## src/rtl/lpctl_pkg.sv

```systemverilog
package lpctl_pkg;

    // Per-lane entry detector states
    typedef enum logic [1:0] {
        DET_IDLE,
        DET_STOP,
        DET_RQST,
        DET_DONE
    } det_state_e;

    // Lane-group HS sequencer states
    typedef enum logic [2:0] {
        SEQ_WAIT_STOP,
        SEQ_ARMED,
        SEQ_CLK_HS,
        SEQ_DATA_HS,
        SEQ_CLK_TAIL
    } seq_state_e;

    // Wire-pair codes, bit 1 = P wire, bit 0 = N wire
    localparam logic [1:0] LP_11 = 2'b11;
    localparam logic [1:0] LP_01 = 2'b01;
    localparam logic [1:0] LP_00 = 2'b00;

endpackage

```

## src/rtl/lp_pad_mux.sv

```systemverilog
module lp_pad_mux (
    input  logic       hs_force_i,
    input  logic       dir_i,
    input  logic [1:0] tx_i,
    input  logic [1:0] pin_i,
    output logic [1:0] pin_o,
    output logic [1:0] pin_oe_o,
    output logic [1:0] rx_o
);

    always_comb begin
        pin_o    = 2'b00;
        pin_oe_o = 2'b00;
        rx_o     = 2'b00;
        if (hs_force_i) begin
            // HS: both wires held low, direction ignored
            pin_oe_o = 2'b11;
        end else if (dir_i) begin
            pin_oe_o = 2'b11;
            pin_o    = tx_i;
        end else begin
            rx_o     = pin_i;
        end
    end

endmodule

```

## src/rtl/lp_entry_detect.sv

```systemverilog
module lp_entry_detect
    import lpctl_pkg::*;
#(
    parameter int HOLD = 2
) (
    input  logic       clk,
    input  logic       rst_n,
    input  logic       clr_i,
    input  logic [1:0] pin_i,
    output logic       stop_ok_o,
    output logic       done_o
);

    localparam int RW = $clog2(HOLD + 1);

    logic [1:0]    smp_q;
    logic [RW-1:0] run_q;
    det_state_e    st_q, st_d;
    logic          held;

    assign held = (run_q >= RW'(HOLD));

    // wire sample and run length of identical samples
    always_ff @(posedge clk or negedge rst_n) begin
        if (!rst_n) begin
            smp_q <= LP_00;
            run_q <= '0;
        end else begin
            smp_q <= pin_i;
            if (pin_i != smp_q) begin
                run_q <= RW'(1);
            end else if (run_q != RW'(HOLD)) begin
                run_q <= run_q + RW'(1);
            end
        end
    end

    // state register
    always_ff @(posedge clk or negedge rst_n) begin
        if (!rst_n) st_q <= DET_IDLE;
        else        st_q <= st_d;
    end

    // next state
    always_comb begin
        st_d = st_q;
        if (clr_i) begin
            st_d = DET_IDLE;
        end else begin
            unique case (st_q)
                DET_IDLE: begin
                    if (smp_q == LP_11 && held) st_d = DET_STOP;
                end
                DET_STOP: begin
                    if (smp_q == LP_01) begin
                        if (held) st_d = DET_RQST;
                    end else if (smp_q != LP_11) begin
                        st_d = DET_IDLE;
                    end
                end
                DET_RQST: begin
                    if (smp_q == LP_00) begin
                        if (held) st_d = DET_DONE;
                    end else if (smp_q != LP_01) begin
                        st_d = DET_IDLE;
                    end
                end
                DET_DONE: st_d = DET_DONE;
                default:  st_d = DET_IDLE;
            endcase
        end
    end

    // outputs
    always_comb begin
        stop_ok_o = (smp_q == LP_11) && held;
        done_o    = (st_q == DET_DONE);
    end

    // completion is always preceded by an LP-00 sample on the pins
    assert_done_after_lp00_R6: assert property (@(posedge clk) disable iff (!rst_n)
        $rose(done_o) |-> ($past(pin_i) == LP_00));

    // completion stays until cleared
    assert_done_sticky_R7: assert property (@(posedge clk) disable iff (!rst_n)
        (done_o && !clr_i) |=> done_o);

endmodule

```

## src/rtl/hs_sequencer.sv

```systemverilog
module hs_sequencer
    import lpctl_pkg::*;
#(
    parameter int TIMEOUT  = 256,
    parameter int TAIL_CYC = 8
) (
    input  logic clk,
    input  logic rst_n,
    input  logic all_stop_i,
    input  logic clk_done_i,
    input  logic data_done_i,
    input  logic sync_i,
    input  logic end_i,
    input  logic err_i,
    output logic hs_clk_on_o,
    output logic hs_dat_on_o,
    output logic clk_det_clr_o,
    output logic dat_det_clr_o
);

    localparam int CNT_MAX = (TIMEOUT > TAIL_CYC) ? TIMEOUT : TAIL_CYC;
    localparam int CW      = $clog2(CNT_MAX + 1);

    seq_state_e    st_q, st_d;
    logic [CW-1:0] cnt_q;
    logic          to_hit;
    logic          tail_done;

    assign to_hit    = !sync_i && (cnt_q == CW'(TIMEOUT - 1));
    assign tail_done = (cnt_q == CW'(TAIL_CYC - 1));

    // state register
    always_ff @(posedge clk or negedge rst_n) begin
        if (!rst_n) st_q <= SEQ_WAIT_STOP;
        else        st_q <= st_d;
    end

    // cycle counter: timeout in data HS, tail length in clock tail
    always_ff @(posedge clk or negedge rst_n) begin
        if (!rst_n) begin
            cnt_q <= '0;
        end else if (st_q != st_d) begin
            cnt_q <= '0;
        end else if (st_q == SEQ_DATA_HS) begin
            cnt_q <= sync_i ? '0 : cnt_q + CW'(1);
        end else if (st_q == SEQ_CLK_TAIL) begin
            cnt_q <= cnt_q + CW'(1);
        end else begin
            cnt_q <= '0;
        end
    end

    // next state
    always_comb begin
        st_d = st_q;
        unique case (st_q)
            SEQ_WAIT_STOP: if (all_stop_i)  st_d = SEQ_ARMED;
            SEQ_ARMED:     if (clk_done_i)  st_d = SEQ_CLK_HS;
            SEQ_CLK_HS: begin
                if (end_i || err_i)          st_d = SEQ_CLK_TAIL;
                else if (data_done_i)        st_d = SEQ_DATA_HS;
            end
            SEQ_DATA_HS: begin
                if (end_i || err_i || to_hit) st_d = SEQ_CLK_TAIL;
            end
            SEQ_CLK_TAIL:  if (tail_done)   st_d = SEQ_WAIT_STOP;
            default:                        st_d = SEQ_WAIT_STOP;
        endcase
    end

    // outputs
    always_comb begin
        hs_clk_on_o   = (st_q == SEQ_CLK_HS) || (st_q == SEQ_DATA_HS) ||
                        (st_q == SEQ_CLK_TAIL);
        hs_dat_on_o   = (st_q == SEQ_DATA_HS);
        clk_det_clr_o = (st_q == SEQ_WAIT_STOP);
        dat_det_clr_o = (st_q != SEQ_CLK_HS) && (st_q != SEQ_DATA_HS);
    end

    // clock HS only follows a completed clock-lane entry
    assert_clk_entry_R6: assert property (@(posedge clk) disable iff (!rst_n)
        $rose(hs_clk_on_o) |-> $past(clk_done_i));

    // data HS rises only with the clock lane already in HS
    assert_clk_leads_R8: assert property (@(posedge clk) disable iff (!rst_n)
        $rose(hs_dat_on_o) |-> ($past(hs_clk_on_o) && $past(data_done_i)));

    // the clock lane leaves HS only after the data lanes
    assert_clk_trails_R9: assert property (@(posedge clk) disable iff (!rst_n)
        $fell(hs_clk_on_o) |-> ($past(!hs_dat_on_o) && !hs_dat_on_o));

    // data HS only ends on a request or a timeout
    assert_exit_cause_R10: assert property (@(posedge clk) disable iff (!rst_n)
        $fell(hs_dat_on_o) |-> $past(end_i || err_i || !sync_i));

    // the timeout count never reaches the limit in data HS
    assert_to_bound_R10: assert property (@(posedge clk) disable iff (!rst_n)
        (st_q == SEQ_DATA_HS) |-> (cnt_q < CW'(TIMEOUT)));

endmodule

```

## src/rtl/lpmode_lane_ctrl.sv

```systemverilog
module lpmode_lane_ctrl
    import lpctl_pkg::*;
#(
    parameter int NDATA    = 2,
    parameter int HOLD     = 2,
    parameter int TIMEOUT  = 256,
    parameter int TAIL_CYC = 8
) (
    input  logic                   clk,
    input  logic                   rst_n,
    input  logic [2*(NDATA+1)-1:0] lpw_i,
    output logic [2*(NDATA+1)-1:0] lpw_o,
    output logic [2*(NDATA+1)-1:0] lpw_oe_o,
    input  logic [NDATA:0]         lpw_dir_i,
    input  logic [2*(NDATA+1)-1:0] usr_tx_i,
    output logic [2*(NDATA+1)-1:0] usr_rx_o,
    input  logic                   burst_sync_i,
    input  logic                   burst_end_i,
    input  logic                   burst_err_i,
    output logic                   hs_clk_on_o,
    output logic                   hs_dat_on_o
);

    localparam int NL = NDATA + 1;

    logic [NL-1:0] stop_ok;
    logic [NL-1:0] done;
    logic          clk_clr, dat_clr;
    logic          hs_clk, hs_dat;

    for (genvar g = 0; g < NL; g++) begin : g_lane
        logic force_hs;
        logic clr;
        if (g == 0) begin : g_clk
            assign force_hs = hs_clk;
            assign clr      = clk_clr;
        end else begin : g_dat
            assign force_hs = hs_dat;
            assign clr      = dat_clr;
        end

        lp_pad_mux u_pad (
            .hs_force_i (force_hs),
            .dir_i      (lpw_dir_i[g]),
            .tx_i       (usr_tx_i[2*g +: 2]),
            .pin_i      (lpw_i[2*g +: 2]),
            .pin_o      (lpw_o[2*g +: 2]),
            .pin_oe_o   (lpw_oe_o[2*g +: 2]),
            .rx_o       (usr_rx_o[2*g +: 2])
        );

        lp_entry_detect #(.HOLD(HOLD)) u_det (
            .clk       (clk),
            .rst_n     (rst_n),
            .clr_i     (clr),
            .pin_i     (lpw_i[2*g +: 2]),
            .stop_ok_o (stop_ok[g]),
            .done_o    (done[g])
        );
    end

    hs_sequencer #(.TIMEOUT(TIMEOUT), .TAIL_CYC(TAIL_CYC)) u_seq (
        .clk           (clk),
        .rst_n         (rst_n),
        .all_stop_i    (&stop_ok),
        .clk_done_i    (done[0]),
        .data_done_i   (&done[NL-1:1]),
        .sync_i        (burst_sync_i),
        .end_i         (burst_end_i),
        .err_i         (burst_err_i),
        .hs_clk_on_o   (hs_clk),
        .hs_dat_on_o   (hs_dat),
        .clk_det_clr_o (clk_clr),
        .dat_det_clr_o (dat_clr)
    );

    assign hs_clk_on_o = hs_clk;
    assign hs_dat_on_o = hs_dat;

    // clock lane wires forced low while its HS enable is on
    assert_clk_forced_R4: assert property (@(posedge clk) disable iff (!rst_n)
        hs_clk_on_o |-> (lpw_oe_o[1:0] == 2'b11 && lpw_o[1:0] == 2'b00 &&
                         usr_rx_o[1:0] == 2'b00));

    // last data lane forced low while data HS is on
    assert_dat_forced_R4: assert property (@(posedge clk) disable iff (!rst_n)
        hs_dat_on_o |-> (lpw_oe_o[2*NL-1 -: 2] == 2'b11 &&
                         lpw_o[2*NL-1 -: 2] == 2'b00));

    // clock lane receive passes the wires through outside HS
    assert_clk_rx_pass_R2: assert property (@(posedge clk) disable iff (!rst_n)
        (!hs_clk_on_o && !lpw_dir_i[0]) |->
            (usr_rx_o[1:0] == lpw_i[1:0] && lpw_oe_o[1:0] == 2'b00));

    // no HS on the first cycle after reset
    assert_reset_idle_R5: assert property (@(posedge clk) disable iff (!rst_n)
        !$past(rst_n) |-> (!hs_clk_on_o && !hs_dat_on_o));

endmodule

```

## config.mk

```make
export PLATFORM = sky130hd
export DESIGN_NAME = lpmode_lane_ctrl
export DESIGN_NICKNAME = d
export VERILOG_FILES = /design/src/rtl/lpctl_pkg.sv /design/src/rtl/lp_pad_mux.sv /design/src/rtl/lp_entry_detect.sv /design/src/rtl/hs_sequencer.sv /design/src/rtl/lpmode_lane_ctrl.sv
export SDC_FILE = /design/constraint.sdc
export NUM_CORES = 1
export LEC_CHECK = 0
export CORE_ASPECT_RATIO = 0.75
export CORE_MARGIN = 1
export CORE_UTILIZATION = 55
export CTS_BUF_LIST = sky130_fd_sc_hd__clkbuf_8
export DETAILED_ROUTE_END_ITERATION = 8
export GPL_TIMING_DRIVEN = 0
export PLACE_DENSITY = 0.92
export SLEW_MARGIN = 20
export SYNTH_ARGS = -nofsm -noshare
export SYNTH_HDL_FRONTEND = slang
export SYNTH_SLANG_ARGS = --single-unit
```

## constraint.sdc

```tcl
create_clock -name clk -period 3.4 [get_ports clk]
set_clock_uncertainty 0.15 [all_clocks]
set_input_delay 0.34 -clock clk [delete_from_list [all_inputs] [get_ports clk]]
set_output_delay 0.34 -clock clk [all_outputs]
set_load 0.05 [all_outputs]
```

==> results of run 1 <==
stage by stage:
stage | setup slack [ns] | power (mW) | hold slack, ns
after floorplan | 0.958 | 0.479 | -0.106
after global placement | 0.777 | 0.537 | 0.295
after detailed placement | 0.744 | 0.544 | 0.256
after CTS | 0.429 | 0.881 | 0.330
after global routing | 0.268 | 0.911 | 0.350
final | 0.428 | 0.878 | 0.332
state kept, by name (all words and copies together) (netlist names):
name / count
g_lane.u_det.st_q: 6
u_seq.cnt_q: 9
g_lane.u_det.run_q: 6
g_lane.u_det.smp_q: 6
u_seq.st_q: 3
power groups by stage:
| stage | sequential (mW) | clock (mW) | combinational [mW] |
|---|---|---|---|
| final | 0.385 | 0.338 | 0.155 |
| after global routing | 0.386 | 0.354 | 0.171 |
| after detailed placement | 0.391 | 0 | 0.153 |
| after CTS | 0.384 | 0.341 | 0.156 |
| after floorplan | 0.387 | 0 | 0.0913 |
| after global placement | 0.389 | 0 | 0.148 |
final cells by class:
| class | count | area, um2 |
|---|---|---|
| inverter | 13 | 48.8 |
| clock buffer | 8 | 110 |
| multi-input combinational | 131 | 811 |
| fill | 166 | 520 |
| sequential | 30 | 751 |
| timing repair buffer | 40 | 395 |
| tap | 36 | 45.0 |
| buffer | 5 | 41.3 |
logic make-up after synthesis:
logic type	after synthesis	share of synthesized area
AOI/OAI and AO/OA	37	0.139
xor gates and xnor gates	12	0.0636
adders and majority gates	5	0.0379
buffers and inverters	18	0.0545
DFF	30	0.455
and+or+nand+nor	77	0.251
synth_stat cells:
master,count,area [um2]
a21oi_1,11,55.1
a221oi_1,1,8.76
and2_1,10,62.6
and2b_1,1,7.51
and3_1,9,56.3
buf_4,4,30.0
buf_6,1,11.3
dfrtp_1,30,751
ha_1,5,62.6
inv_1,12,45.0
inv_2,1,3.75
nand2_1,11,41.3
nand2b_1,1,6.26
nand3_1,10,50.1
nand3b_4,1,20.0
nand4_1,1,6.26
nand4b_1,1,8.76
nor2_1,17,63.8
nor3_1,7,35.0
nor4_1,1,6.26
o2111ai_1,2,17.5
o21ai_0,18,90.1
o21bai_1,1,7.51
o21bai_4,1,18.8
o2bb2ai_1,1,8.76
o41a_1,2,22.5
or2_2,1,6.26
or3_1,3,18.8
or3b_1,1,8.76
or3b_2,1,8.76
or4_1,1,7.51
xnor2_1,7,61.3
xor2_1,5,43.8
final timing paths:
check / to / slack [ns]
worst max-delay path: usr_rx_o[0] / 0.43
worst min-delay path: u_seq.cnt_q[0]$_DFF_PN0_ / 0.33
worst max register to register: u_seq.cnt_q[0]$_DFF_PN0_ / 1.31
worst min register to register: u_seq.cnt_q[0]$_DFF_PN0_ / 0.33
max in group asynchronous: u_seq.cnt_q[3]$_DFF_PN0_ / 2.19
min in group asynchronous: g_lane[0].u_det.smp_q[1]$_DFF_PN0_ / 0.48
layer usage:
metal  global-route usage  vias to the layer above  wire (um)  part of all wire
li1                     -                      712          -                 -
met1                0.328                      685       1660              0.42
met2                0.488                       84       1970              0.50
met3               0.0856                        8        275             0.069
met4                0.101                        0         62             0.016
met5                    0                        -          0                 0
repair_timing:
item                       CTS  global route
hold endpoints to repair    30             0
hold buffers                 1             0
setup endpoints to repair    0             0
==> flow_summary_export.csv, run 1 <==
group,metric,value,unit
min_path,hp-start,"u_seq.cnt_q[0]$_DFF_PN0_",
placement,place_area,2080,um2
power_and_ir_drop,p_int,0.640,mW
power_and_ir_drop,powerDensity,398,nW/um2
placement,placed_cells,254,
clock_network,ctsResizeCount,0,
critical_path,worst-setup-path-type,"reg -> out",
critical_path,cpMostUsedCell,"and2_1",
cells_and_area,area_growth,33.3,%
critical_path,worstPathCellList,"nand2b_1 > and2_1 > inv_2 > nor2_1 > and2_1 > clkdlybuf4s50_1",
logic_synthesis,syn_inst,179,
die,die-width,65.3,um
clock_network,clk_latency,0.29,ns
global_routing,grt_pass1_wl,6.57,mm
clock_network,ctsRootBufferMaster,"clkbuf_8",
logic_synthesis,yosys_warnings,0,
global_routing,grt_remaining_overflow,0,
critical_path,setup.worst_path.start_class,"flip-flop",
placement,routabilityCongestion,0.821,
power_and_ir_drop,sw_frac_of_total,0.270,
power_and_ir_drop,p_clk_frac,0.385,
critical_path,timing.rr.start,"u_seq.cnt_q[0]$_DFF_PN0_",
cells_and_area,final_util,0.809,
cells_and_area,nets,251,
critical_path,slowest_delay,0.82,ns
critical_path,crit_start,"u_seq.st_q[2]$_DFF_PN0_",
die,die_area,3230,um2
die,die-height,49.5,um
clock_network,cts_max_level,2,
critical_path,critPathMaxFanout,8,
clock_network,clk_pin_slew,0.06,ns
logic_synthesis,syn_nets,204,
route,wirelength,3.96,mm
placement,hpwlAfterDp,2.86,mm
sta,fin_setup_tns,0,ns
global_routing,grt_pass1_vias,1455,
critical_path,slowest_stage,"clkdlybuf4s50_1",
power_and_ir_drop,worst_ir_drop_vdd,0.000336,V
route,initialDrtViolationCount,128,
die,initial_core_util,0.607,
flow_run,max_cap_violations,0,
route,firstDrtPassIters,4,
die,rows,16,
clock_network,cts_tree,"done",
route,drc,0,
min_path,min_path_cells,1,
global_routing,grt_start_max_net_pins,31,
power_and_ir_drop,p_leak,0.990,nW
critical_path,crit_arrival,2.48,ns
critical_path,crit_required,2.91,ns
cells_and_area,drive_gt1_frac,0.0837,
cells_and_area,final_cell_mix,"38 x clkdlybuf4s50_1, 30 x dfrtp_1, 18 x o21ai_0, 17 x nor2_1, 12 x inv_1",
power_and_ir_drop,switchingPower,0.237,mW
critical_path,crit_buf_inv,2,
die,core_area,2720,um2
logic_synthesis,syn_area_per_cell,9.23,um2
clock_network,cts_made_buffers,5,
sta,min_period,2.97,ns
sta,setup_violations,0,
route,ant_nets,0,
route,viasPerCell,5.66,
global_routing,antenna_found_initial,0,
min_path,min_path_type,"reg -> reg",
cells_and_area,final_cell_area,2200,um2
cells_and_area,final_cells,263,
clock_network,clockBufferDepth,2,
die,io_pins,40,
clock_network,post_cts_buffers,0,
global_routing,grt_util_all_layers,0.282,
critical_path,worstRegToRegCells,7,
logic_synthesis,seq_area_frac_synth,0.455,
cells_and_area,n_antenna_cell,0,
critical_path,crit_path_end_kind,"primary output",
clock_network,cts_sinks,30,
sta,fin_crit_sh,0.874,
sta,tightest_slew,0.659,ns
sta,maxSlewViolCount,0,
critical_path,critPathTopFamily,"simple AND/OR/NAND/NOR gates",
route,vias,1489,
power_and_ir_drop,power_frac_seq,0.439,
power_and_ir_drop,p_comb_frac,0.177,
route,wl_per_cell,15.1,um
sta,rsz0062_at_grt,"no",
cells_and_area,layout_commonest_cell,"clkdlybuf4s50_1",
placement,io_buffers,39,
sta,finalHoldViolCount,0,
logic_synthesis,netlist_area,1650,um2
outcome,status,"finished, final reports clean",
logic_synthesis,synth-seq-cells,30,
sta,fmaxAchievable,337,MHz
sta,slew_headroom,0.561,
logic_synthesis,synth_cell_types,33,
critical_path,path_depth,6,
No activity file was read; power rests on OpenSTA's default activity.
==> run 2, diff against run 1 <==
--- a/config.mk
+++ b/config.mk
@@ -10,7 +10,6 @@
 export CORE_UTILIZATION = 55
 export CTS_BUF_LIST = sky130_fd_sc_hd__clkbuf_8
 export DETAILED_ROUTE_END_ITERATION = 8
-export GPL_TIMING_DRIVEN = 0
 export PLACE_DENSITY = 0.92
 export SLEW_MARGIN = 20
 export SYNTH_ARGS = -nofsm -noshare
==> run 2 against run 1 <==
- worst hold slack worse by 0.051 ns
- largest power group unchanged
- largest cell class unchanged
- via count is 0.81% higher
- total power is 0.81% lower
- worst setup slack gained 0.0015 ns
==> flow_summary_export.csv, run 2 (synthesis results as in run 1) <==
group,metric,value,unit
route,ant_nets,0,
die,initial_core_util,0.607,
cells_and_area,multi_input_area,811,um2
global_routing,grt_pass1_wl,5.95,mm
die,io_pins,40,
cells_and_area,nets,246,
sta,fmaxAchievable,337,MHz
placement,place_area,2050,um2
clock_network,cts_tree,"done",
placement,hpwlAfterDp,2.59,mm
die,die_area,3230,um2
cells_and_area,drive_gt1_frac,0.0631,
clock_network,hold_buffers,0,
route,vias,1501,
die,die-width,65.3,um
cells_and_area,final_cell_area,2160,um2
clock_network,clk_latency,0.28,ns
placement,routabilityCongestion,0.819,
critical_path,ff2ff_setup_slack,1.30,ns
critical_path,crit_required,2.91,ns
cells_and_area,final_cells,258,
cells_and_area,final_cell_mix,"39 x clkdlybuf4s50_1, 30 x dfrtp_1, 18 x o21ai_0, 17 x nor2_1, 12 x inv_1",
outcome,status,"finished, final reports clean",
sta,finalHoldViolCount,0,
power_and_ir_drop,worst_ir_drop_vdd,0.000354,V
critical_path,setup.worst_path.start_class,"flip-flop",
power_and_ir_drop,powerDensity,402,nW/um2
power_and_ir_drop,p_leak,0.965,nW
placement,io_buffers,39,
route,drc,0,
die,die-height,49.5,um
cells_and_area,largest-register,"u_seq.cnt_q",
critical_path,crit_arrival,2.48,ns
cells_and_area,n_antenna_cell,0,
route,wl_per_cell,13.6,um
route,firstDrtPassIters,4,
clock_network,ctsRootBufferMaster,"clkbuf_8",
clock_network,cts_max_level,2,
route,viasPerCell,5.82,
sta,tightest_slew,0.510,ns
global_routing,grt_pass1_vias,1373,
die,core_area,2720,um2
sta,timing.hold.ws,0.281,ns
sta,fin_setup_tns,0,ns
sta,fin_crit_sh,0.874,
cells_and_area,regArea,751,um2
global_routing,antenna_found_initial,0,
min_path,min_path_type,"in -> async",
sta,rsz0062_at_grt,"no",
cells_and_area,layout_commonest_cell,"clkdlybuf4s50_1",
critical_path,worst-setup-path-type,"reg -> out",
cells_and_area,area_growth,31.0,%
critical_path,crit_path_end_kind,"primary output",
global_routing,grt_remaining_overflow,0,
sta,setup_violations,0,
clock_network,ctsResizeCount,0,
clock_network,post_cts_buffers,0,
sta,min_period,2.97,ns
clock_network,cts_sinks,30,
clock_network,clockBufferDepth,2,
sta,slew_headroom,0.659,
cells_and_area,largest_register_ff_count,9,
cells_and_area,final.fill_count,176,
cells_and_area,final_util,0.795,
route,wirelength,3.50,mm
clock_network,cts_made_buffers,5,
die,rows,16,
critical_path,critPathMaxFanout,11,
flow_run,max_cap_violations,0,
global_routing,grt_util_all_layers,0.248,
global_routing,grt_start_max_net_pins,31,
placement,placed_cells,250,
sta,maxSlewViolCount,0,
route,initialDrtViolationCount,83,
clock_network,clk_pin_slew,0.06,ns
==> run 2: cell types whose count changed in the layout (fill, tap and decap cells not counted), sizes merged <==
cell | previous run | this run
clkdlybuf4s50 | 38 | 39
buf | 6 | 1
dlygate4sd3 | 1 | 0
==> run 2: routing by layer <==
layer / GRT usage / vias to the layer above / share of wire
li1: - / 708 / -
met1: 0.320 / 720 / 0.45
met2: 0.387 / 66 / 0.46
met3: 0.0880 / 7 / 0.076
met4: 0.0870 / 0 / 0.013
met5: 0 / - / 0
==> run 2: layout make-up <==
type	instances	area share
Timing Repair Buffer	40	0.184
Multi-Input combinational cell	131	0.375
Sequential cell	30	0.347
Clock buffer	8	0.0509
Inverter	13	0.0226
Tap cell	36	0.0208
==> run 2: metrics by stage <==
step	total power, mW	setup WS (ns)
2_1_floorplan	0.479	0.958
3_3_place_gp	0.535	0.860
3_5_place_dp	0.542	0.773
4_1_cts	0.876	0.459
5_1_grt	0.904	0.300
6_report	0.870	0.430
==> run 2: final timing paths <==
| check | start | cells past startpoint | endpoint |
|---|---|---|---|
| max in group asynchronous | rst_n | 2 | u_seq.cnt_q[0]$_DFF_PN0_ |
| worst max register to register | u_seq.cnt_q[0]$_DFF_PN0_ | 7 | u_seq.cnt_q[0]$_DFF_PN0_ |
| worst min-delay path | rst_n | 2 | g_lane[0].u_det.run_q[1]$_DFFE_PN0P_ |
| worst max-delay path | u_seq.st_q[1]$_DFF_PN0_ | 6 | usr_rx_o[0] |
| min in group clk | u_seq.cnt_q[0]$_DFF_PN0_ | 1 | u_seq.cnt_q[0]$_DFF_PN0_ |
| worst min register to register | u_seq.cnt_q[0]$_DFF_PN0_ | 1 | u_seq.cnt_q[0]$_DFF_PN0_ |
==> run 2: critical path: stages, from the launching register on <==
cell and delay, ns:
dfrtp_1 0.51, nand2b_1 0.28, and2_1 0.22, inv_2 0.05
nor2_1 0.17, and2_1 0.16, clkdlybuf4s50_1 0.81
==> run 2: where the power goes <==
group / switching, mW / internal, mW
clock network: 0.131 / 0.204
logic: 0.0864 / 0.0641
registers: 0.0147 / 0.370
==> run 3, diff against run 2 <==
--- a/config.mk
+++ b/config.mk
@@ -8,7 +8,7 @@
 export CORE_ASPECT_RATIO = 0.75
 export CORE_MARGIN = 1
 export CORE_UTILIZATION = 55
-export CTS_BUF_LIST = sky130_fd_sc_hd__clkbuf_8
+export CTS_BUF_LIST = sky130_fd_sc_hd__clkbuf_4
 export DETAILED_ROUTE_END_ITERATION = 8
 export PLACE_DENSITY = 0.92
 export SLEW_MARGIN = 20
==> run 3 against run 2 <==
- wire length down 2.1%
- clock-buffer cell count down 3
- utilization down 2.3 points
- register-to-register slack about the same
==> flow_summary_export.csv, run 3 (synthesis results as in run 1) <==
group,metric,value,unit
outcome,status,"finished, final reports clean",
power_and_ir_drop,power_frac_seq,0.529,
cells_and_area,final_cells,258,
placement,io_buffers,39,
cells_and_area,final_util,0.772,
sta,timing.hold.ws,0.229,ns
die,io_pins,40,
critical_path,critPathMaxFanout,11,
die,core_area,2720,um2
cells_and_area,largest-register,"u_seq.cnt_q",
critical_path,worst-setup-path-type,"reg -> out",
cells_and_area,drive_gt1_frac,0.0495,
sta,maxSlewViolCount,0,
critical_path,crit_required,2.91,ns
placement,placed_cells,250,
route,ant_nets,0,
critical_path,crit_path_end_kind,"primary output",
power_and_ir_drop,p_comb_frac,0.208,
die,initial_core_util,0.607,
power_and_ir_drop,worst_ir_drop_vdd,0.000284,V
critical_path,crit_arrival,2.52,ns
route,initialDrtViolationCount,99,
sta,finalHoldViolCount,0,
cells_and_area,final.fill_count,186,
global_routing,grt_pass1_wl,5.80,mm
sta,rsz0062_at_grt,"no",
die,rows,16,
placement,place_ws,0.773,ns
power_and_ir_drop,power.total,0.726,mW
power_and_ir_drop,powerDensity,345,nW/um2
route,wirelength,3.43,mm
placement,routabilityCongestion,0.819,
sta,fin_setup_tns,0,ns
route,wl_per_cell,13.3,um
global_routing,grt_util_all_layers,0.241,
global_routing,grt_pass1_vias,1355,
placement,place_area,2050,um2
cells_and_area,nets,246,
sta,setup_violations,0,
clock_network,cts_max_level,2,
cells_and_area,largest_register_ff_count,9,
power_and_ir_drop,p_leak,0.935,nW
route,vias,1475,
flow_run,max_cap_violations,0,
power_and_ir_drop,sw_frac_of_total,0.301,
die,die-height,49.5,um
cells_and_area,layout_commonest_cell,"clkdlybuf4s50_1",
clock_network,clockBufferDepth,2,
cells_and_area,final_cell_area,2100,um2
clock_network,post_cts_buffers,0,
sta,fmaxAchievable,332,MHz
power_and_ir_drop,p_int,0.507,mW
clock_network,clk_pin_slew,0.10,ns
sta,min_period,3.01,ns
power_and_ir_drop,switchingPower,0.218,mW
min_path,min_path_type,"in -> async",
route,viasPerCell,5.72,
global_routing,antenna_found_initial,0,
clock_network,clk_latency,0.33,ns
sta,worst_slack,0.392,ns
sta,slew_headroom,0.660,
route,drc,0,
cells_and_area,n_antenna_cell,0,
critical_path,setup.worst_path.start_class,"flip-flop",
die,die-width,65.3,um
placement,hpwlAfterDp,2.59,mm
sta,fin_crit_sh,0.885,
clock_network,ctsRootBufferMaster,"clkbuf_4",
clock_network,cts_made_buffers,5,
die,die_area,3230,um2
cells_and_area,final_cell_mix,"39 x clkdlybuf4s50_1, 30 x dfrtp_1, 18 x o21ai_0, 17 x nor2_1, 12 x inv_1",
clock_network,cts_sinks,30,
global_routing,grt_start_max_net_pins,31,
cells_and_area,area_growth,27.3,%
global_routing,grt_remaining_overflow,0,
route,firstDrtPassIters,4,
clock_network,cts_tree,"done",
clock_network,ctsResizeCount,0,
sta,tightest_slew,0.509,ns
power_and_ir_drop,p_clk_frac,0.263,
clock_network,hold_buffers,0,
[run 3: changes by cell type in the layout (fill, tap and decap cells not counted), sizes merged]
cell    before  now
clkinv       0    3
clkbuf       8    5
[run 3: area by class of cell]
| class | instances | area (um2) | share of cell area |
|---|---|---|---|
| multi-input cells | 131 | 811 | 0.386 |
| flip-flops and latches | 30 | 751 | 0.357 |
| repair buffers | 40 | 398 | 0.189 |
| inverters | 13 | 48.8 | 0.0232 |
| well taps | 36 | 45.0 | 0.0214 |
| clock buffers | 5 | 37.5 | 0.0179 |
| clock inverters | 3 | 11.3 | 0.00536 |
[run 3: power by group through the flow]
| stage | clock network, mW | registers, mW | logic (mW) |
|---|---|---|---|
| floorplan | 0 | 0.387 | 0.0913 |
| global placement | 0 | 0.390 | 0.145 |
| detailed placement | 0 | 0.391 | 0.151 |
| finish | 0.191 | 0.384 | 0.151 |
| CTS | 0.193 | 0.384 | 0.152 |
| global route | 0.207 | 0.387 | 0.164 |
[run 3: final timing paths]
kind	slack, ns	depth (start not counted)	end	from
worst min register to register	0.33	1	u_seq.cnt_q[0]$_DFF_PN0_	u_seq.cnt_q[0]$_DFF_PN0_
max in group asynchronous	2.59	2	u_seq.cnt_q[0]$_DFF_PN0_	rst_n
min in group clk	0.33	1	u_seq.cnt_q[0]$_DFF_PN0_	u_seq.cnt_q[0]$_DFF_PN0_
worst max-delay path	0.39	6	usr_rx_o[0]	u_seq.st_q[1]$_DFF_PN0_
worst min-delay path	0.23	2	g_lane[0].u_det.run_q[1]$_DFFE_PN0P_	rst_n
worst max register to register	1.31	7	u_seq.cnt_q[1]$_DFF_PN0_	u_seq.cnt_q[0]$_DFF_PN0_
[run 3: worst max-delay path: stages, from the launching register on]
cell and delay (ns):
dfrtp_1 0.52, nand2b_1 0.27, and2_1 0.22, inv_2 0.05, nor2_1 0.17, and2_1 0.16, clkdlybuf4s50_1 0.80
[run 3: per-layer routing]
metal	vias to the layer above	share of wire	track usage
met5	-	0	0
met2	64	0.46	0.388
li1	708	-	-
met1	695	0.44	0.311
met4	0	0.016	0.0761
met3	8	0.082	0.0764
